[config.mk]
export PLATFORM = sky130hd
export DESIGN_NAME = pllSwitchSeq
export DESIGN_NICKNAME = d
export VERILOG_FILES = /design/src/rtl/pllSwitchPkg.sv /design/src/rtl/pllSwitchDp.sv /design/src/rtl/pllSwitchCtrl.sv /design/src/rtl/pllSwitchSeq.sv
export SDC_FILE = /design/constraint.sdc
export NUM_CORES = 1
export LEC_CHECK = 0
export BUFFER_PORTS_ARGS = -buffer_cell sky130_fd_sc_hd__buf_2
export CAP_MARGIN = 10
export CORE_MARGIN = 1
export CORE_UTILIZATION = 60
export CTS_CLUSTER_SIZE = 8
export DETAILED_ROUTE_END_ITERATION = 8
export PLACE_DENSITY = 0.82
export SETUP_SLACK_MARGIN = 0.2
export SLEW_MARGIN = 20
export SYNTH_ARGS = -nofsm -noshare
export SYNTH_HDL_FRONTEND = slang
export SYNTH_SLANG_ARGS = --single-unit
[constraint.sdc]
create_clock -name clk -period 26.9 [get_ports clk]
set_input_delay 5.38 -clock clk [delete_from_list [all_inputs] [get_ports clk]]
set_output_delay 5.38 -clock clk [all_outputs]
set_load 0.1 [all_outputs]
[src/rtl/pllSwitchPkg.sv]
package pllSwitchPkg;

  typedef enum logic [4:0] {
    S_IDLE, S_START, S_MEM_RD, S_MEM_PRE,
    S_CTL_RD, S_ALT_ON, S_BYP_ON, S_BYP_WAIT,
    S_REF_PROG, S_COEF_WR, S_PLL_EN, S_PLL_RUN, S_LOCK_RD,
    S_LOCK_END, S_BYP_OFF, S_ALT_OFF8, S_ALT_OFF0,
    S_FAIL_B4, S_FAIL_REF,
    S_NP_ALT, S_NP_BYP, S_NP_WAIT, S_NP_PLLOFF, S_NP_REF8, S_NP_REF0,
    S_MEM_POST, S_FIN
  } stepE;

  typedef struct packed {
    stepE op;
    logic busGo;
    logic loadReq;
    logic timerClr;
    logic captureMem;
    logic setFail;
  } ctrlStrobeT;

  typedef struct packed {
    logic settleDone;
    logic lockExpired;
    logic rdBypass;
    logic rdLock;
    logic memLower;
    logic memHigher;
    logic usePll;
    logic isCore;
  } dpStatusT;

  localparam int DATA_W = 32;
  localparam int BYPASS_BIT = 3;
  localparam int LOCK_BIT = 17;
  localparam logic [31:0] SRC_FIELD_MASK = 32'h003F_3141;
  localparam logic [31:0] SRC_ON = 32'h0000_0101;
  localparam int DLY_BIAS = 7566;
  localparam int DLY_STEP = 15133;
  localparam int DLY_FLOOR = 18;

endpackage

[src/rtl/pllSwitchDp.sv]
module pllSwitchDp
  import pllSwitchPkg::*;
#(
  parameter int ADDR_W = 24,
  parameter int KHZ_W = 24,
  parameter int DLY_W = 16,
  parameter int SETTLE_CYCLES = 5000,
  parameter int LOCK_TIMEOUT_CYCLES = 500000000,
  parameter logic [ADDR_W-1:0] CTRL_ADDR = 'h100,
  parameter logic [ADDR_W-1:0] COEF_ADDR = 'h104,
  parameter logic [ADDR_W-1:0] REF_ADDR = 'h200,
  parameter logic [ADDR_W-1:0] ALT_ADDR = 'h204,
  parameter logic [ADDR_W-1:0] MEM_ADDR = 'h300
) (
  input  logic clk,
  input  logic rstN,
  input  ctrlStrobeT strobe,
  output dpStatusT status,
  input  logic reqUsePll,
  input  logic reqCore,
  input  logic [DATA_W-1:0] reqDiv,
  input  logic [5:0] reqP,
  input  logic [7:0] reqN,
  input  logic [7:0] reqM,
  input  logic [KHZ_W-1:0] reqKhz,
  input  logic [DATA_W-1:0] busRdata,
  output logic timedOut,
  output logic busReq,
  output logic busWe,
  output logic [ADDR_W-1:0] busAddr,
  output logic [DATA_W-1:0] busMask,
  output logic [DATA_W-1:0] busWdata
);

  localparam int CNT_MAX = (SETTLE_CYCLES > LOCK_TIMEOUT_CYCLES) ? SETTLE_CYCLES : LOCK_TIMEOUT_CYCLES;
  localparam int CNT_W = $clog2(CNT_MAX + 2);
  localparam int SUM_W = KHZ_W + 1;

  logic usePllQ, isCoreQ, failQ;
  logic [DATA_W-1:0] divQ, memCur;
  logic [21:0] coefQ;
  logic [DLY_W-1:0] dlyTarget, dlyCalc;
  logic [CNT_W-1:0] cnt;
  logic [SUM_W-1:0] khzSum, quo;

  // delay = max((kHz + bias) / step, floor), evaluated once at accept
  always_comb begin
    khzSum = {1'b0, reqKhz} + SUM_W'(DLY_BIAS);
    quo = khzSum / SUM_W'(DLY_STEP);
    dlyCalc = (quo < SUM_W'(DLY_FLOOR)) ? DLY_W'(DLY_FLOOR) : DLY_W'(quo);
  end

  always_ff @(posedge clk) begin
    if (!rstN) begin
      usePllQ <= 1'b0;
      isCoreQ <= 1'b0;
      failQ <= 1'b0;
      divQ <= '0;
      coefQ <= '0;
      dlyTarget <= '0;
      memCur <= '0;
      cnt <= '0;
    end else begin
      if (strobe.loadReq) begin
        usePllQ <= reqUsePll;
        isCoreQ <= reqCore;
        divQ <= reqDiv;
        coefQ <= {reqP, reqN, reqM};
        dlyTarget <= dlyCalc;
        failQ <= 1'b0;
      end
      if (strobe.setFail) failQ <= 1'b1;
      if (strobe.captureMem) memCur <= busRdata;
      if (strobe.timerClr) cnt <= '0;
      else if (cnt != '1) cnt <= cnt + 1'b1;
    end
  end

  always_comb begin
    status.settleDone = (cnt == CNT_W'(SETTLE_CYCLES - 1));
    status.lockExpired = (cnt >= CNT_W'(LOCK_TIMEOUT_CYCLES));
    status.rdBypass = busRdata[BYPASS_BIT];
    status.rdLock = busRdata[LOCK_BIT];
    status.memLower = memCur < DATA_W'(dlyTarget);
    status.memHigher = memCur > DATA_W'(dlyTarget);
    status.usePll = usePllQ;
    status.isCore = isCoreQ;
  end

  assign timedOut = failQ;
  assign busReq = strobe.busGo;

  always_comb begin
    busWe = 1'b1;
    busAddr = CTRL_ADDR;
    busMask = '0;
    busWdata = '0;
    unique case (strobe.op)
      S_MEM_RD: begin busWe = 1'b0; busAddr = MEM_ADDR; end
      S_MEM_PRE, S_MEM_POST: begin
        busAddr = MEM_ADDR; busMask = '1; busWdata = DATA_W'(dlyTarget);
      end
      S_CTL_RD, S_LOCK_RD: busWe = 1'b0;
      S_ALT_ON: begin busAddr = ALT_ADDR; busMask = SRC_ON; busWdata = SRC_ON; end
      S_BYP_ON: begin busMask = 32'h8; busWdata = 32'h8; end
      S_REF_PROG: begin busAddr = REF_ADDR; busMask = SRC_FIELD_MASK; busWdata = SRC_ON | divQ; end
      S_COEF_WR: begin busAddr = COEF_ADDR; busMask = '1; busWdata = {10'b0, coefQ}; end
      S_PLL_EN: begin busMask = 32'h15; busWdata = 32'h15; end
      S_PLL_RUN: busMask = 32'h10;
      S_LOCK_END, S_FAIL_B4: begin busMask = 32'h10; busWdata = 32'h10; end
      S_BYP_OFF: busMask = 32'h8;
      S_ALT_OFF8: begin busAddr = ALT_ADDR; busMask = 32'h100; end
      S_ALT_OFF0: begin busAddr = ALT_ADDR; busMask = 32'h1; end
      S_FAIL_REF: begin busAddr = REF_ADDR; busMask = SRC_ON; end
      S_NP_ALT: begin busAddr = ALT_ADDR; busMask = SRC_FIELD_MASK; busWdata = SRC_ON | divQ; end
      S_NP_BYP: begin busMask = 32'h18; busWdata = 32'h18; end
      S_NP_PLLOFF: busMask = 32'h1;
      S_NP_REF8: begin busAddr = REF_ADDR; busMask = 32'h100; end
      S_NP_REF0: begin busAddr = REF_ADDR; busMask = 32'h1; end
      default: ;
    endcase
  end

endmodule

[src/rtl/pllSwitchCtrl.sv]
module pllSwitchCtrl
  import pllSwitchPkg::*;
(
  input  logic clk,
  input  logic rstN,
  input  logic reqValid,
  input  logic busAck,
  input  dpStatusT status,
  output ctrlStrobeT strobe,
  output logic busy,
  output logic done
);

  stepE step, nextStep, pathStart, pathEnd;

  always_ff @(posedge clk) begin
    if (!rstN) step <= S_IDLE;
    else step <= nextStep;
  end

  assign pathStart = status.usePll ? S_CTL_RD : S_NP_ALT;
  assign pathEnd = status.isCore ? S_MEM_POST : S_FIN;

  always_comb begin
    strobe = '0;
    strobe.op = step;
    nextStep = step;
    unique case (step)
      S_IDLE: if (reqValid) begin strobe.loadReq = 1'b1; nextStep = S_START; end
      S_START: nextStep = status.isCore ? S_MEM_RD : pathStart;
      S_MEM_RD: begin
        strobe.busGo = 1'b1;
        if (busAck) begin strobe.captureMem = 1'b1; nextStep = S_MEM_PRE; end
      end
      S_MEM_PRE: begin
        if (status.memLower) begin
          strobe.busGo = 1'b1;
          if (busAck) nextStep = pathStart;
        end else nextStep = pathStart;
      end
      S_CTL_RD: begin
        strobe.busGo = 1'b1;
        if (busAck) nextStep = status.rdBypass ? S_REF_PROG : S_ALT_ON;
      end
      S_ALT_ON: begin strobe.busGo = 1'b1; if (busAck) nextStep = S_BYP_ON; end
      S_BYP_ON: begin
        strobe.busGo = 1'b1;
        if (busAck) begin strobe.timerClr = 1'b1; nextStep = S_BYP_WAIT; end
      end
      S_BYP_WAIT: if (status.settleDone) nextStep = S_REF_PROG;
      S_REF_PROG: begin strobe.busGo = 1'b1; if (busAck) nextStep = S_COEF_WR; end
      S_COEF_WR: begin strobe.busGo = 1'b1; if (busAck) nextStep = S_PLL_EN; end
      S_PLL_EN: begin strobe.busGo = 1'b1; if (busAck) nextStep = S_PLL_RUN; end
      S_PLL_RUN: begin
        strobe.busGo = 1'b1;
        if (busAck) begin strobe.timerClr = 1'b1; nextStep = S_LOCK_RD; end
      end
      S_LOCK_RD: begin
        strobe.busGo = 1'b1;
        if (busAck) begin
          if (status.rdLock) nextStep = S_LOCK_END;
          else if (status.lockExpired) begin strobe.setFail = 1'b1; nextStep = S_FAIL_B4; end
        end
      end
      S_LOCK_END: begin strobe.busGo = 1'b1; if (busAck) nextStep = S_BYP_OFF; end
      S_BYP_OFF: begin strobe.busGo = 1'b1; if (busAck) nextStep = S_ALT_OFF8; end
      S_ALT_OFF8: begin strobe.busGo = 1'b1; if (busAck) nextStep = S_ALT_OFF0; end
      S_ALT_OFF0: begin strobe.busGo = 1'b1; if (busAck) nextStep = pathEnd; end
      S_FAIL_B4: begin strobe.busGo = 1'b1; if (busAck) nextStep = S_FAIL_REF; end
      S_FAIL_REF: begin strobe.busGo = 1'b1; if (busAck) nextStep = pathEnd; end
      S_NP_ALT: begin strobe.busGo = 1'b1; if (busAck) nextStep = S_NP_BYP; end
      S_NP_BYP: begin
        strobe.busGo = 1'b1;
        if (busAck) begin strobe.timerClr = 1'b1; nextStep = S_NP_WAIT; end
      end
      S_NP_WAIT: if (status.settleDone) nextStep = S_NP_PLLOFF;
      S_NP_PLLOFF: begin strobe.busGo = 1'b1; if (busAck) nextStep = S_NP_REF8; end
      S_NP_REF8: begin strobe.busGo = 1'b1; if (busAck) nextStep = S_NP_REF0; end
      S_NP_REF0: begin strobe.busGo = 1'b1; if (busAck) nextStep = pathEnd; end
      S_MEM_POST: begin
        if (status.memHigher) begin
          strobe.busGo = 1'b1;
          if (busAck) nextStep = S_FIN;
        end else nextStep = S_FIN;
      end
      S_FIN: nextStep = S_IDLE;
      default: nextStep = S_IDLE;
    endcase
  end

  assign busy = (step != S_IDLE);
  assign done = (step == S_FIN);

endmodule

[src/rtl/pllSwitchSeq.sv]
module pllSwitchSeq
  import pllSwitchPkg::*;
#(
  parameter int ADDR_W = 24,
  parameter int KHZ_W = 24,
  parameter int DLY_W = 16,
  parameter int SETTLE_CYCLES = 5000,
  parameter int LOCK_TIMEOUT_CYCLES = 500000000,
  parameter logic [ADDR_W-1:0] CTRL_ADDR = 'h100,
  parameter logic [ADDR_W-1:0] COEF_ADDR = 'h104,
  parameter logic [ADDR_W-1:0] REF_ADDR = 'h200,
  parameter logic [ADDR_W-1:0] ALT_ADDR = 'h204,
  parameter logic [ADDR_W-1:0] MEM_ADDR = 'h300
) (
  input  logic clk,
  input  logic rstN,
  input  logic reqValid,
  input  logic reqUsePll,
  input  logic reqCore,
  input  logic [31:0] reqDiv,
  input  logic [5:0] reqP,
  input  logic [7:0] reqN,
  input  logic [7:0] reqM,
  input  logic [KHZ_W-1:0] reqKhz,
  output logic busy,
  output logic done,
  output logic timedOut,
  output logic busReq,
  output logic busWe,
  output logic [ADDR_W-1:0] busAddr,
  output logic [31:0] busMask,
  output logic [31:0] busWdata,
  input  logic busAck,
  input  logic [31:0] busRdata
);

  ctrlStrobeT strobe;
  dpStatusT status;

  pllSwitchCtrl uCtrl (
    .clk(clk), .rstN(rstN), .reqValid(reqValid), .busAck(busAck),
    .status(status), .strobe(strobe), .busy(busy), .done(done)
  );

  pllSwitchDp #(
    .ADDR_W(ADDR_W), .KHZ_W(KHZ_W), .DLY_W(DLY_W),
    .SETTLE_CYCLES(SETTLE_CYCLES), .LOCK_TIMEOUT_CYCLES(LOCK_TIMEOUT_CYCLES),
    .CTRL_ADDR(CTRL_ADDR), .COEF_ADDR(COEF_ADDR), .REF_ADDR(REF_ADDR),
    .ALT_ADDR(ALT_ADDR), .MEM_ADDR(MEM_ADDR)
  ) uDp (
    .clk(clk), .rstN(rstN), .strobe(strobe), .status(status),
    .reqUsePll(reqUsePll), .reqCore(reqCore), .reqDiv(reqDiv),
    .reqP(reqP), .reqN(reqN), .reqM(reqM), .reqKhz(reqKhz),
    .busRdata(busRdata), .timedOut(timedOut),
    .busReq(busReq), .busWe(busWe), .busAddr(busAddr),
    .busMask(busMask), .busWdata(busWdata)
  );

endmodule

Word level (Yosys, flattened, before mapping)
Cells that the tools add are included.
{"block": "classes", "add_sub_neg": 2, "n_div": 1, "magnitude_cmp": 4, "eq_ne": 52, "muxes": 51, "bitwise_logic": 1, "n_reduce_logical": 21}
{"cell": "$pmux 32 s9", "n": 1}
{"cell": "$pmux 32 s8", "n": 1}
{"cell": "$mux 5", "n": 29}
{"cell": "$pmux 5 s24", "n": 1}
{"cell": "$eq 5x5->1 const B", "n": 11}
{"cell": "$eq 5x4->1 const B", "n": 8}
{"cell": "$ne 2x2->1 const B", "n": 20}
{"cell": "$pmux 10 s4", "n": 1}
{"cell": "$gt 32x16->1", "n": 1}
{"cell": "$lt 32x16->1", "n": 1}
{"cell": "$add 29x1->29 const B", "n": 1}
{"cell": "$eq 29x13->1 const B", "n": 1}
{"cell": "$ge 29x29->1 const B", "n": 1}
{"cell": "$ne 29x29->1 const B", "n": 1}
{"cell": "$add 24x13->25 const B", "n": 1}
{"cell": "$div 25x14->25 const B", "n": 1}
{"cell": "$lt 25x5->1 const B", "n": 1}
{"cell": "$reduce_and 24->1", "n": 1}
{"cell": "$reduce_or 3->1", "n": 7}
{"cell": "$eq 5x3->1 const B", "n": 4}
{"cell": "$reduce_or 20->1", "n": 1}
{"cell": "$mux 16", "n": 1}
{"cell": "$mux 1", "n": 14}
{"cell": "$reduce_or 2->1", "n": 7}
{"cell": "other kinds (12)", "n": 16}
{"block": "word_totals", "regBits": 139, "input_bits": 116, "output_inout_bits": 93, "wordCells": 141}

Logic depth before layout (Yosys ltp)
Gate-level depths: netlist of run 1.
{"block": "depth", "word_depth": 6, "mapped_depth": 63, "mapped_depth_nobuf": 51}

Modules after synthesis
A second synthesis of run 1 with hierarchy kept.
{"block": "unflattened", "hier_cells": 2233, "area_unflattened_um2": 16417.0}
{"mod": "pllSwitchDp", "instances": 1, "cells_per_inst": 2125, "area_each_um2": 15688.8, "seq_area_each_um2": 2562.5}
{"mod": "pllSwitchCtrl", "instances": 1, "cells_per_inst": 108, "area_each_um2": 728.2, "seq_area_each_um2": 100.1}

Worst setup path after synthesis of run 1
No wires, ideal clock.
{"block": "synth_path", "kind": "input -> register", "startpoint": "in reqKhz[1]", "endpoint": "reg uDp.dlyTarget[0]", "setup_time_ns": 0.092, "arrival_time_ns": 18.976, "required_ns": 26.808, "setup_slack_ns": 7.832, "stages": 57, "path_buffers": 6, "cell_sequence": "buf_4 inv_1 ha_1 nor2b_1 o311a_1 mux2_2 o22ai_1 nand3_1 or2_1 buf_2 nand2_2 mux2_2 a211oi_4 o21ai_4 mux2i_1 and2_1 buf_4 a211oi_2 (+21 left out) a211oi_1 o32a_1 or2_1 o211a_1 o311ai_4 clkbuf_1 xnor2_1 ha_1 inv_1 a2111oi_0 nor2_1 o21ai_1 a31o_2 nand2b_1 xnor2_1 a2111oi_0 o211ai_1 o32ai_1"}
{"block": "synth_between", "elab_chain_len": 4}
{"element": "start, declared", "line": "pllSwitchSeq.sv:24", "text": "input logic [KHZ_W-1:0] reqKhz,"}
{"element": "$add 24x13->25 (*)", "line": "pllSwitchDp.sv:48", "text": "khzSum = {1'b0, reqKhz} + SUM_W'(DLY_BIAS);"}
{"element": "$div 25x14->25 (*)", "line": "pllSwitchDp.sv:49", "text": "quo = khzSum / SUM_W'(DLY_STEP);"}
{"element": "$lt 25x5->1", "line": "pllSwitchDp.sv:50", "text": "dlyCalc = (quo < SUM_W'(DLY_FLOOR)) ? DLY_W'(DLY_FLOOR) : DLY_W'(quo);"}
{"element": "$mux 16 (*)", "line": "pllSwitchDp.sv:50"}
{"element": "end signal, assigned", "line": "pllSwitchDp.sv:69", "text": "dlyTarget <= dlyCalc;"}
{"element": "end, declared", "line": "pllSwitchDp.sv:42", "text": "logic [DLY_W-1:0] dlyTarget, dlyCalc;"}
Mark *: on every way between the ends. The rest lies on a longest branch, timed or not.
A chain may end at the register's enable or synchronous reset.

Worst setup path after layout of run 1
Same ends and word-level chain as after synthesis.

==> results of run 1 <==
[worst max-delay path, delay by kind of cell]
family	cells	cell delay, ns
AOI/OAI and AO/OA	19	7.89
adders and majority gates	1	0.33
buffers and inverters	2	0.39
muxes	7	2.99
and+or+nand+nor	20	6.84
[cell usage after synthesis (all sizes together), types with 15 or more instances]
| master | number |
|---|---|
| a31oi | 29 |
| nor2b | 23 |
| a21o | 15 |
| xor2 | 65 |
| nor3 | 75 |
| mux2 | 27 |
| or3 | 25 |
| o31ai | 17 |
| and3 | 30 |
| a21oi | 126 |
| buf | 79 |
| nor2 | 210 |
| dfxtp | 133 |
| o211a | 16 |
| a211oi | 30 |
| nand3 | 76 |
| o22ai | 20 |
| o21a | 18 |
| clkbuf | 88 |
| or2 | 21 |
| o21ai | 126 |
| mux2i | 37 |
| xnor2 | 116 |
| o211ai | 42 |
| ha | 20 |
| a22oi | 15 |
| nand4 | 33 |
| and2 | 42 |
| nor4 | 26 |
| nand2 | 359 |
| nand2b | 27 |
| inv | 45 |
| a21boi | 95 |
[sequential cells by signal (all words and copies together), names as in the netlist]
signal and cells:
uDp.timedOut 1, uDp.dlyTarget 12, uDp.cnt 29, uDp.coefQ 22
uDp.divQ 30, uDp.isCoreQ 1, uCtrl.step 5, uDp.usePllQ 1
uDp.memCur 32
[layer usage]
layer  vias up  GRT usage [%]
met5         -              0
met4         2           10.2
met3        95           5.05
met2      1017           57.9
met1      8752           50.5
li1       8746              -
[logic make-up (layout without fill, tap and decap cells)]
| logic type | after synthesis | after routing | synth area share, % |
|---|---|---|---|
| and+or+nand+nor | 998 | 998 | 29.1 |
| xor gates and xnor gates | 181 | 181 | 9.75 |
| other | 1 | 23 | 0.0225 |
| buffers and inverters | 216 | 289 | 6.30 |
| AOI/OAI and AO/OA | 727 | 727 | 33.1 |
| DFF | 133 | 133 | 16.0 |
| muxes | 64 | 64 | 4.14 |
| adders and majority gates | 20 | 20 | 1.50 |
[metrics by stage]
step	hold slack, ns	instances
2_1_floorplan	0.438	2360
3_3_place_gp	0.448	2773
3_5_place_dp	0.455	2773
5_1_grt	0.479	2807
6_report	0.459	2807
4_1_cts	0.463	2805
[worst paths after layout]
check | from | to | depth (start not counted) | slack (ns)
max reg2reg | uDp.dlyTarget[1]$_SDFFE_PN0P_ | uCtrl.step[3]$_SDFFE_PN0P_ | 17 | 23.03
min | uDp.divQ[27]$_SDFFE_PN0P_ | uDp.divQ[27]$_SDFFE_PN0P_ | 2 | 0.46
min reg2reg | uDp.divQ[27]$_SDFFE_PN0P_ | uDp.divQ[27]$_SDFFE_PN0P_ | 2 | 0.46
max | reqKhz[1] | uDp.dlyTarget[0]$_SDFFE_PN0P_ | 49 | 3.33
[area by class of cell]
cell class / instances / area, sq um
multi-input combinational: 2011 / 13000
antenna: 2 / 5.00
timing repair buffer: 208 / 1100
tap: 372 / 465
sequential: 133 / 2660
clock inverter: 13 / 138
inverter: 49 / 184
fill: 2432 / 9080
clock buffer: 19 / 443
==> impl_results.md, run 1 <==
- Vias in the first global route: approximately 17000
- Port Buffers: 185
- Post-Synthesis Cells: between 2000 and 2500
- Yosys warning count: 0
- Final GP Congestion: roughly 0.99
- Share of the synthesized area in the top cell type: between 15 and 20%
- H-tree level count: 4
- Synth Cell Area: around 17000 sq um
- Ys flop type: dfxtp_1
- Slew Viols, Final: 0
- Met2 wire len: between 20000 and 25000 um
- Area delta synth->final: 8.29%
- Ranking of synthesized cells by area: dfxtp_1, nand2_1, xnor2_1, nor2_1, a21boi_0
- Clk_skew: approximately 0.014 ns
- DPL Wire Length: 40300 um
- Root Driver: clkbuf_16
- Worst path max stage delay: around 0.81 ns
- I/O pins: 209
- TritonCTS Sinks: around 130
- Number of synthesized flops with an enable pin: 0
- Post_cts resized: 0
- Final core utilization: 66.5%
- First drt pass iteration count: 6
- Top Metal Used: met5
- Hold-fix buffers at CTS: 0
- Slowest CP cell: o21ai_2
- F_max: 0.0424 GHz
- Core area: 27100 sq um
- Total length of routed wires: around 53000 um
- Worst rel slew slack: approximately 30%
- Final WS setup: 3.33 ns
- GR Util All Layers: between 30% and 40%
- Maxcap violations: 0
- Status: finished, final reports clean
- Worst skew pair latency: 0.42 ns
- Cell taking the most area after synthesis: dfxtp_1
- Hold WC Path Type: flip-flop to flip-flop
- #FFs+latches synth: around 130
- DR WL/cell: ~19 um
- Most used cell, CP: mux2_2
- NumNets Final: between 2000 and 3000
- Die width: between 150 and 200 um
- Commonest non-fill, non-tap cell in the layout: nand2_1
- Mapped Avg Cell Area: 7.11 sq um
- Most frequent cells in the layout: nand2_1, nor2_1, buf_2
- DIE AREA: about 28000 sq um
- Metal3 WL: around 4700 um
- Post-route clock period utilization: roughly 90%
- Distinct cells, synth: between 100 and 150
- Number of placement rows: 60
- Setup crit end kind: flip-flop
- Pin count of the biggest net entering global routing: between 100 and 150
- Kind of critical path: input port to flip-flop
- Post-CTS Setup Bufs: 0
- Critical Path Fanout Max: 22
- Layout cells sized above 1: ~15%
- DR DRC count: 0
- Worst slack, placed: between 3 and 4 ns
- Grt ovf: 0
- WP data required: around 27 ns
- Sequential share of the synthesized area: about 16%
- Worst slew pin tran: 1.05 ns
- Final min period: between 20 and 25 ns
- Vias/cell: between 6 and 7
- Antenna viol nets, final: 0
- Clock slew at reported path FFs: 0.06 ns
- RSZ-0062 raised after global routing: false
- Num CTS Buffers: 17
- Arr. time, crit path: about 24 ns
- Initial Util: between 60% and 70%
- Iter 0 DRT Violations: ~2300
- Vias: ~19000
- CTS tree: yes
- Clk buf depth: 2
- Die Ht: roughly 170 um
- Final setup viols: 0
- M1 WL: 23300 um
- Placed Area: ~17000 sq um
- Async S/R FF share, synth: 0%
- Setup tns final: 0 ns
- CP Launch Type: input port
- Final hold viol count: 0
- First-pass GRT wire length: ~85000 um
- Finished Cell Area: 18000 sq um
- Initial antenna violation count: 3
Power of run 1 is left out: the tool's default activity adds up to more than one toggle a clock period on the data nets, which glitch-free logic cannot reach.
==> run 2: changes to the inputs <==
Settings changed: CORE_UTILIZATION 60 to 40, HOLD_SLACK_MARGIN from default to 0.06, PLACE_DENSITY 0.82 to 0.67.
==> run 2 against run 1 <==
- sequential share of layout area down 0.17 points
- first-iteration DRC count down 25%
- worst setup slack worse by 0.14 ns
- die area up 49%
- clock skew down 0.0012 ns
- critical path type unchanged
- critical endpoint unchanged
==> impl_results.md, run 2 (synthesized netlist as in run 1, its figures left out) <==
- Core area: about 41000 sq um
- Vias: ~18000
- Final setup viols: 0
- Final GP Congestion: between 0.9 and 1
- Clock slew at reported path FFs: ~0.070 ns
- Worst skew pair latency: roughly 0.43 ns
- Antenna viol nets, final: 0
- Commonest non-fill, non-tap cell in the layout: nand2_1
- DIE AREA: 42400 sq um
- Worst path max stage delay: roughly 0.76 ns
- Finished Cell Area: about 18000 sq um
- Number of placement rows: 74
- Num CTS Buffers: 17
- Post-Layout Cell Count: roughly 3000
- Maxcap violations: 0
- NumNets Final: 2552
- Clk buf depth: 2
- Most frequent cells in the layout: nand2_1, nor2_1, buf_2
- Setup tns final: 0 ns
- H-tree level count: 4
- Max FFs per register: 32
- Layout cells sized above 1: between 10% and 20%
- R2R depth: 18
- Hold path endpoint: uDp.divQ[26]$_SDFFE_PN0P_
- Root Driver: clkbuf_16
- Crit Reg-Reg Startpoint: uDp.dlyTarget[1]$_SDFFE_PN0P_
- Slowest CP cell: o21ai_2
- I/O pins: ~210
- CP startpoint: reqKhz[1]
- DPL Wire Length: around 43000 um
- DR WL/cell: approximately 19 um
- F_max: around 0.042 GHz
- DR DRC count: 0
- Arr. time, crit path: roughly 24 ns
- Post_cts resized: 0
- Grt ovf: 0
- M3 GR Usage: 2.65%
- First-pass GRT wire length: a little under 90000 um
- Critical Path Fanout Max: 22
- Met1 Use GR: around a third
- Post-CTS Setup Bufs: 0
- Hold Path Depth: 2
- Reg2Reg Setup Slack: 22.84 ns
- Met2 Usage GRT: approximately two fifths
- Clk_skew: between 0.01 and 0.015 ns
- Setup crit end kind: flip-flop
- Die Ht: around 200 um
- TritonCTS Sinks: 133
- Placed insts: around 2900
- Worst rel slew slack: slightly below 30%
- Busiest metal layer after global routing: met2
- Final hold viol count: 0
- CP Launch Type: input port
- Placed Area: 17600 sq um
- Kind of critical path: input port to flip-flop
- Hold WC Path Type: flip-flop to flip-flop
- Initial Util: between 40% and 50%
- Initial antenna violation count: 6
- Biggest register: uDp.memCur
- Die width: 206 um
- Worst slew pin tran: 1.05 ns
- Pin count of the biggest net entering global routing: between 50 and 60
- Number of fill cells in the layout: around 4200
- Total length of routed wires: approximately 56000 um
- Final core utilization: approximately 45%
- Critical R2R Capture: uCtrl.step[1]$_SDFFE_PN0P_
- CTS tree: yes
- GR Util All Layers: roughly a quarter
- Hold wc startpoint: uDp.divQ[26]$_SDFFE_PN0P_
- Iter 0 DRT Violations: 1692
- Slew Viols, Final: 0
- Final min period: ~24 ns
- Vias/cell: just over 6
- Hold-fix buffers at CTS: 0
- WP data required: 27.19 ns
- Vias in the first global route: approximately 16000
- Port Buffers: between 150 and 200
- Post-route clock period utilization: 88.2%
- RSZ-0062 raised after global routing: false
- First drt pass iteration count: 7
- Area delta synth->final: 9.58%
- Largest registers: uDp.memCur: 32 flops, uDp.divQ: 30 flops, uDp.cnt: 29 flops
- Status: finished, final reports clean
-- run 2: cell types whose count changed in the layout (fill, tap and decap cells not counted), sizes merged --
cell	previous run	this run
buf	208	204
diode	2	6
bufinv	1	2
clkbuf	19	18
-- run 2: per-layer routing --
metal  vias up  part of all wire [%]
li1       8726                     -
met1      8703                    45
met2       683                    46
met3        82                   6.0
met4         0                   2.4
met5         -                     0
-- run 2: how the worst max path moves through the flow --
stage,endpoint,depth (start not counted)
2_1_floorplan,uDp.dlyTarget[0]$_SDFFE_PN0P_,57
3_3_place_gp,uDp.dlyTarget[0]$_SDFFE_PN0P_,49
3_5_place_dp,uDp.dlyTarget[0]$_SDFFE_PN0P_,50
4_1_cts,uDp.dlyTarget[0]$_SDFFE_PN0P_,50
5_1_grt,uDp.dlyTarget[0]$_SDFFE_PN0P_,52
6_report,uDp.dlyTarget[0]$_SDFFE_PN0P_,50
-- run 2: stage by stage --
stage          setup slack (ns)  hold WS (ns)
3_3_place_gp               3.37         0.450
6_report                   3.18         0.465
4_1_cts                    3.56         0.467
5_1_grt                    2.04         0.485
3_5_place_dp               3.15         0.459
2_1_floorplan              7.83         0.438
-- run 2: worst max-delay path, delay by kind of cell --
kind / cells / cell delay [ns]
adders and majority gates: 2 / 0.60
muxes: 5 / 2.13
xor gates and xnor gates: 1 / 0.26
AOI/OAI and AO/OA: 25 / 9.55
buffers and inverters: 3 / 0.62
and+or+nand+nor: 14 / 5.43
-- run 2: cell type report --
| cell class | count | area, sq um | share of cell area (%) |
|---|---|---|---|
| multi-input combinational | 2011 | 13000 | 71.5 |
| sequential | 133 | 2660 | 14.6 |
| timing repair buffer | 204 | 1070 | 5.86 |
| tap | 532 | 666 | 3.65 |
| clock buffer | 18 | 429 | 2.35 |
| inverter | 49 | 184 | 1.01 |
| clock inverter | 14 | 164 | 0.899 |
| antenna | 6 | 15.0 | 0.0823 |
Power of run 2 is left out for the same reason.
